### src/rtl/dds_tune_regs.sv
module dds_tune_regs #(
  parameter int HALF_W  = 14,
  parameter int PHASE_W = 12
) (
  input  logic                clk,
  input  logic                rst,
  input  logic                wr_en,
  input  logic [15:0]         wr_word,
  output logic [2*HALF_W-1:0] freq0,
  output logic [2*HALF_W-1:0] freq1,
  output logic [PHASE_W-1:0]  phase0,
  output logic [PHASE_W-1:0]  phase1,
  output logic                fsel,
  output logic                psel
);
  localparam int FW = 2 * HALF_W;

  logic [1:0]        op;
  logic              tgt;
  logic [HALF_W-1:0] payload;
  logic [FW-1:0]     fq [2];
  logic [HALF_W-1:0] stage_q;
  logic              pend_q, pend_tgt_q;
  logic              paired_q, hi_q;

  assign op      = wr_word[15:14];
  assign tgt     = op[1];
  assign payload = wr_word[HALF_W-1:0];
  assign freq0   = fq[0];
  assign freq1   = fq[1];

  always_ff @(posedge clk) begin
    if (rst) begin
      fq[0]      <= '0;
      fq[1]      <= '0;
      phase0     <= '0;
      phase1     <= '0;
      stage_q    <= '0;
      pend_q     <= 1'b0;
      pend_tgt_q <= 1'b0;
      paired_q   <= 1'b0;
      hi_q       <= 1'b0;
      fsel       <= 1'b0;
      psel       <= 1'b0;
    end else if (wr_en) begin
      case (op)
        2'b00: begin
          paired_q <= wr_word[13];
          hi_q     <= wr_word[12];
          fsel     <= wr_word[11];
          psel     <= wr_word[10];
          pend_q   <= 1'b0;
        end
        2'b11: begin
          if (wr_word[13]) phase1 <= wr_word[PHASE_W-1:0];
          else             phase0 <= wr_word[PHASE_W-1:0];
        end
        default: begin
          if (paired_q) begin
            if (pend_q && pend_tgt_q == tgt) begin
              fq[tgt] <= {payload, stage_q};
              pend_q  <= 1'b0;
            end else begin
              stage_q    <= payload;
              pend_q     <= 1'b1;
              pend_tgt_q <= tgt;
            end
          end else if (hi_q) begin
            fq[tgt][FW-1:HALF_W] <= payload;
          end else begin
            fq[tgt][HALF_W-1:0] <= payload;
          end
        end
      endcase
    end
  end

  p_first_half_hidden_r4: assert property (@(posedge clk) disable iff (rst)
    (wr_en && op != 2'b00 && op != 2'b11 && paired_q && !(pend_q && pend_tgt_q == tgt))
      |=> ($stable(freq0) && $stable(freq1)));

  p_ctrl_keeps_freq_r1: assert property (@(posedge clk) disable iff (rst)
    (wr_en && op == 2'b00) |=> ($stable(freq0) && $stable(freq1)));

  p_phase_only_on_op3_r9: assert property (@(posedge clk) disable iff (rst)
    (!(wr_en && op == 2'b11)) |=> ($stable(phase0) && $stable(phase1)));

  p_selects_only_on_ctrl_r2: assert property (@(posedge clk) disable iff (rst)
    (!(wr_en && op == 2'b00)) |=> ($stable(fsel) && $stable(psel)));

  p_idle_holds_r11: assert property (@(posedge clk) disable iff (rst)
    (!wr_en) |=> ($stable(freq0) && $stable(freq1)));

  p_high_half_keeps_low_r8: assert property (@(posedge clk) disable iff (rst)
    (wr_en && op == 2'b01 && !paired_q && hi_q)
      |=> (freq0[HALF_W-1:0] == $past(freq0[HALF_W-1:0])));

  p_low_half_keeps_high_r7: assert property (@(posedge clk) disable iff (rst)
    (wr_en && op == 2'b10 && !paired_q && !hi_q)
      |=> (freq1[FW-1:HALF_W] == $past(freq1[FW-1:HALF_W])));
endmodule

### config.mk
export PLATFORM = sky130hd
export DESIGN_NAME = dds_tune_regs
export DESIGN_NICKNAME = d
export VERILOG_FILES = /design/src/rtl/dds_tune_regs.sv
export SDC_FILE = /design/constraint.sdc
export NUM_CORES = 1
export LEC_CHECK = 0
export BUFFER_PORTS_ARGS = -buffer_cell sky130_fd_sc_hd__buf_2
export CAP_MARGIN = 5
export CORE_MARGIN = 2
export CORE_UTILIZATION = 53
export CTS_CLUSTER_SIZE = 10
export DETAILED_ROUTE_END_ITERATION = 10
export HOLD_SLACK_MARGIN = 0.12
export PLACE_DENSITY_LB_ADDON = 0.25
export SYNTH_ARGS = -nofsm -noshare
export SYNTH_HDL_FRONTEND = slang
export SYNTH_SLANG_ARGS = --single-unit
### constraint.sdc
create_clock -name clk -period 7.2 [get_ports clk]
set_input_delay 1.44 -clock clk [delete_from_list [all_inputs] [get_ports clk]]
set_output_delay 1.44 -clock clk [all_outputs]
set_load 0.05 [all_outputs]
* After elaboration in Yosys (flattened, before gate mapping)
Memory sizes are Yosys's and may differ from the RTL's.
Index checks and enable logic that the tools add are counted.
** Storage, ports and cells
- Input bits :: 19
- RAM bits :: 56
- Latch bits :: 0
- Register bits :: 44
- Memory bits (read-only) :: 0
- Memories :: 1
** Memory list
- fq :: words 2, width 28, rd ports 2, clocked after Yosys merged registers in 0, wr ports 2, line 21 : logic [FW-1:0] fq [2];
** Operators by class
- $add $sub $neg :: 0
- $lt $le $gt $ge :: 0
- Div/mod/pow operators :: 0
- Bitwise gates (word level) :: 6
- Eq/ne operators :: 2
- Mux-type cells :: 28
- Reduce and logical (&&, ||, !) cells :: 10
- Shifts and indexed selects :: 0
- Multiply operators :: 0
** Operators with widths (count)
- $mux W14 :: 2
- $mux W28 :: 1
- $reduce_or A28 Y1 :: 1
- $mux W1 :: 23
- $reduce_and A3 Y1 :: 3
- $not A1 Y1 :: 4
- $reduce_and A4 Y1 :: 1
- $eq A2 B2 Y1 const B :: 1
- $logic_not A2 Y1 :: 1
- $mux W2 :: 1
- $or A1 B1 Y1 :: 2
- $pmux W1 S2 :: 1
- $reduce_and A2 Y1 :: 1
- $reduce_bool A2 Y1 :: 1
- $reduce_or A2 Y1 :: 1
- $eq A1 B1 Y1 :: 1
- $logic_and A1 B1 Y1 :: 1

* Longest topological paths before layout
Gate-level depths: netlist of the first run.
- Word-level depth :: 11
- Mapped depth :: 9
- Depth with buffers taken out :: 5

* Least setup slack after synthesis of the first run
OpenSTA, ideal clock, no wires.
- Path kind :: input -> register
- From :: input wr_word[15]
- To :: memory fq[0][0] (netlist bit) (enable)
- Required time :: 6.808 ns
- Stages on the path :: 7
- Path buffers :: 2
- Setup slack :: 3.320 ns
- Arrival time :: 3.489 ns
- Cells stage by stage :: clkinv_1 > clkbuf_1 > ha_1 > and4b_1 > nand3_1 > clkbuf_1 > a2bb2oi_1
** RTL lines
- from (decl) :: line 8 : input logic [15:0] wr_word,
- to (decl) :: line 21

==> qor.yml, run 1 <==
drc_errors: 0
grt_pass1_vias: 2797
fin_nets: 467
hp-class: "reg2reg"
wl_per_cell_um: 17.1
start_util: 0.542
hold_viol: 0
ys_ff_latch: 100
synth.most_common_cell: "nand2_1"
grt_overflow: 0
worstPathArrival_ps: 4510
syn_inst: 365
antenna_left: 0
area_growth_pct: 15.8
slowest_delay_ps: 780
dieArea_sq_um: 8590
crit_required_ps: 7260
start_kind: "input pin"
synth_largest_area_cell: "edfxtp_1"
status: "complete, no violations"
clock.fmax_mhz: 225
fin_ws_ps: 2750
vdd_drop_max_mv: 0.121
cts_buffers: 9
tightest_slew_ps: 1090
die_x_um: 92.7
clockRootBuffer: "clkbuf_8"
path_max_fanout: 30
fin_skew_ps: 6.09
ys_types: 31
rsz0062_at_grt: "false"
viasPerCell: 5.52
slowest_stage: "nand3_1"
cts_max_path_buffers: 2
synth_edf_count: 56
layout-drive-gt1-share: 0.268
reg2reg_depth: 4
grt_max_degree: 66
yosys-top-cells-area: "edfxtp_1 (40%), dfxtp_1 (21%), mux2i_1 (6.5%)"
syn_nets: 386
vias: 3054
dp_hpwl_um: 6210
io_buffers: 100
synth_top_area_frac: 0.403
syn_avg_cell_area_sq_um: 11.4
setup_viol: 0
ctsResizeCount: 0
first_pass_iters: 5
fin_crit_ps: 4450
drv_slew: 0
p_leak_uw: 0.00205
relSlewSlack: 0.273
yosysSeqAreaShare: 0.615
cts_max_level: 3
ys.flop_type: "edfxtp_1"
gp_congestion: 0.801
syn_area_sq_um: 4170
grtUsageTotal: 0.224
rows: 32
worst_setup_path_end_kind: "register"
grt_pass1_wl_um: 14500
routed_wl_um: 9440
dieHeight_um: 92.7
coreArea_sq_um: 7690
cts.sink_count: 100
drv_cap: 0
drtIter0Drc: 246
power_density_nw_per_um2: 232
synthArstFlopShare: 0
cts_setup_buffers: 0
clk_pin_slew_ps: 90
antennaDiodeCount: 0
period_share: 0.618
path_cells: "buf_2 > clkinv_1 > ha_1 > and4b_1 > nand3_1 > a2bb2oi_1 > buf_4"
cts_tree: "built"
ys_warn_count: 0
antenna_found_initial: 0
ys_top_cells_by_count: "nand2_1 (59), edfxtp_1 (56), a21oi_1 (47), dfxtp_1 (44), nand2b_1 (29)"
io_pins: 101
cts_hold_buf: 0
dp_slack_ps: 2450
min_path_cells: 2
worstSetupPathType: "in2reg"
n_fill_cell: 665
setup_tns_ps: 0
clkLatencyLatePin_ps: 360
==> worst max-delay path: cells and delay by family <==
| kind | cells | cell delay, ps |
|---|---|---|
| compound gates | 1 | 410 |
| fa+ha+maj | 1 | 510 |
| buf+inv | 3 | 1120 |
| simple gates | 2 | 1020 |
==> cells in the final DEF, fill, tap and decap left out, types with 2 or more instances in the layout <==
cell type | Yosys | layout
edfxtp_1 | 56 | 56
ha_1 | 2 | 2
and3_1 | 3 | 3
a21oi_1 | 47 | 47
nand2b_1 | 29 | 29
nand2_1 | 59 | 59
clkbuf_8 | 0 | 13
dfxtp_1 | 44 | 44
buf_4 | 2 | 2
buf_2 | 5 | 100
nand3_1 | 7 | 7
mux2i_1 | 27 | 27
nor2_1 | 16 | 16
a311o_1 | 2 | 2
a22o_1 | 28 | 28
==> worst paths after layout <==
check | from | endpoint | slack (ps)
setup reg to reg | paired_q | fq[0][8] | 4710
setup / recovery | wr_word[15] | fq[0][8] | 2750
hold / removal | phase1[6] | phase1[6] | 460
hold reg to reg | phase1[6] | phase1[6] | 460
==> metal layers <==
layer	GRT usage	routed length, um	vias up
met3	0.0415	771	7
met5	0	0	-
met1	0.314	3930	1466
met4	0.0919	106	0
li1	-	-	1457
met2	0.347	4640	124
==> metrics by stage <==
step                      instances  utilization  hold WS (ps)  area, sq um  power, uW
after floorplan                 365            -           445         4170        745
after global placement          537        0.602           440         4630        783
after detailed placement        537        0.602           446         4630        785
final                           553        0.628           458         4830       1120
after CTS                       553        0.628           461         4830       1130
after global routing            553        0.628           486         4830       1160
==> kinds of logic (layout without fill, tap and decap cells) <==
| family | Yosys count | in the layout | synth area share |
|---|---|---|---|
| adder cells (fa/ha/maj) | 2 | 2 | 0.00600 |
| buffers and inverters | 34 | 120 | 0.0456 |
| multiplexers | 27 | 27 | 0.0648 |
| flip-flops | 100 | 100 | 0.615 |
| AO/OA/AOI/OAI | 81 | 81 | 0.128 |
| XOR/XNOR | 1 | 1 | 0.00390 |
| AND/OR/NAND/NOR | 120 | 120 | 0.137 |
==> flip-flops by register name (all words and copies together) (netlist names) <==
register / cells
psel: 1
hi_q: 1
fq: 56
fsel: 1
phase0: 12
paired_q: 1
phase1: 12
pend_q: 1
stage_q: 14
pend_tgt_q: 1
==> layout make-up <==
type                            count  area [sq um]  area share
Sequential cell                   100          2560       0.531
Tap cell                          102           128      0.0264
Timing Repair Buffer              102           515       0.107
Inverter                            2          7.51     0.00156
Multi-Input combinational cell    231          1420       0.293
Clock inverter                      2          15.0     0.00311
Clock buffer                       14           184      0.0381
==> power breakdown <==
| part | switching, uW | internal (uW) |
|---|---|---|
| sequential | 6.42 | 621 |
| clock | 183 | 166 |
| combinational | 113 | 31.0 |
Note: power is estimated with default switching activity, not from simulation.
==> run 2, diff against run 1 <==
==> constraint.sdc (replaced) <==
create_clock -name clk -period 4.2 [get_ports clk]
set_input_delay 0.84 -clock clk [delete_from_list [all_inputs] [get_ports clk]]
set_output_delay 0.84 -clock clk [all_outputs]
set_load 0.05 [all_outputs]
==> qor.yml, run 2 (synthesis results as in run 1) <==
drv_slew: 0
rsz0062_at_grt: "false"
status: "complete, no violations"
setup_tns_ps: 0
clockRootBuffer: "clkbuf_8"
clkLatencyLatePin_ps: 360
ctsResizeCount: 0
cts_max_level: 3
setup_viol: 0
whs_ps: 460
area_growth_pct: 16.8
path_max_fanout: 22
power_density_nw_per_um2: 400
die_x_um: 92.7
drtIter0Drc: 291
multi_input_area_sq_um: 1420
cts_tree: "built"
grtUsageTotal: 0.230
rows: 32
path_common_cell: "buf_4"
finalPower_uw: 1950
fin_skew_ps: 7.95
p_leak_uw: 0.00208
first_pass_iters: 5
tightest_slew_ps: 1060
crit_required_ps: 4200
hp-class: "reg2reg"
layout_common_cells: "buf_2 (100), nand2_1 (59), edfxtp_1 (56)"
period_share: 0.738
largest_reg_flops: 56
relSlewSlack: 0.295
cts_max_path_buffers: 2
worstPathArrival_ps: 3100
dieHeight_um: 92.7
fin_nets: 471
hold_viol: 0
vias: 3030
coreArea_sq_um: 7690
layout-drive-gt1-share: 0.275
slowest_delay_ps: 610
slowest_stage: "a311o_1"
antenna_found_initial: 0
grt_pass1_wl_um: 14800
io_pins: 101
grt_util_met2: 0.338
mostFrequentLayoutCell: "buf_2"
antenna_left: 0
fin_crit_ps: 3100
start_util: 0.542
regArea_sq_um: 2560
worst_setup_path_end_kind: "register"
use_met1: 0.337
worstSetupPathType: "in2reg"
drc_errors: 0
regMostFlops: "fq"
instances_no_fill: 557
clk_pin_slew_ps: 90
cts_setup_buffers: 0
gp_congestion: 0.844
grt_pass1_vias: 2762
clock.fmax_mhz: 323
n_fill_cell: 647
grt_overflow: 0
io_buffers: 100
viasPerCell: 5.44
routed_wl_um: 9510
grt_busiest_layer: "met2"
gr-usage-met3: 0.0504
top_regs: "fq x56, stage_q x14"
grt_max_degree: 57
post-place-cells: 541
cts.sink_count: 100
vdd_drop_max_mv: 0.203
antennaDiodeCount: 0
cts_buffers: 9
start_kind: "input pin"
drv_cap: 0
path_cells: "buf_2 > clkinv_1 > buf_4 > ha_1 > and4b_1 > and4_1 > buf_4 > a311o_1"
dieArea_sq_um: 8590
wl_per_cell_um: 17.1
cts_hold_buf: 0
dp_hpwl_um: 6240
utilization: 0.633
[run 2: changes by cell type in the layout (fill, tap and decap cells not counted), sizes merged]
cell	before	now
buf	102	106
clkinv	2	3
inv	2	1
[run 2: cell type report]
class / count / area share
Inverter: 2 / 0.00154
Multi-Input combinational cell: 231 / 0.291
Clock inverter: 2 / 0.00283
Clock buffer: 14 / 0.0401
Sequential cell: 100 / 0.526
Tap cell: 102 / 0.0262
Timing Repair Buffer: 106 / 0.112
[run 2: power by group]
part	total [uW]	internal, uW	leakage, uW	switching, uW
logic	248	54.1	0.00103	194
registers	1080	1060	0.000933	10.8
clock network	622	303	0.000111	319
total	1950	1420	0.00208	523
[run 2: per-layer routing]
| metal | wire length [um] | vias up |
|---|---|---|
| met4 | 167 | 0 |
| li1 | - | 1467 |
| met2 | 4380 | 121 |
| met3 | 899 | 13 |
| met5 | 0 | - |
| met1 | 4060 | 1429 |
[run 2: worst paths after layout]
path | from | to | slack, ps | depth (start not counted)
max reg2reg | paired_q | fq[1][19] | 2100 | 4
min reg2reg | phase1[8] | phase1[8] | 460 | 2
max | wr_word[15] | fq[1][19] | 1100 | 8
min | phase1[8] | phase1[8] | 460 | 2
[run 2: worst max-delay path, delay by kind of cell]
family                   cells  cell delay, ps
buffers and inverters        4             880
AO/OA/AOI/OAI                1             610
AND/OR/NAND/NOR              2             430
adder cells (fa/ha/maj)      1             320
[run 2: stage by stage]
step                setup slack [ps]  cell area (sq um)
global placement                 860               4660
finish                          1100               4870
floorplan                        920               4170
global route                     931               4870
detailed placement               744               4660
CTS                             1130               4870
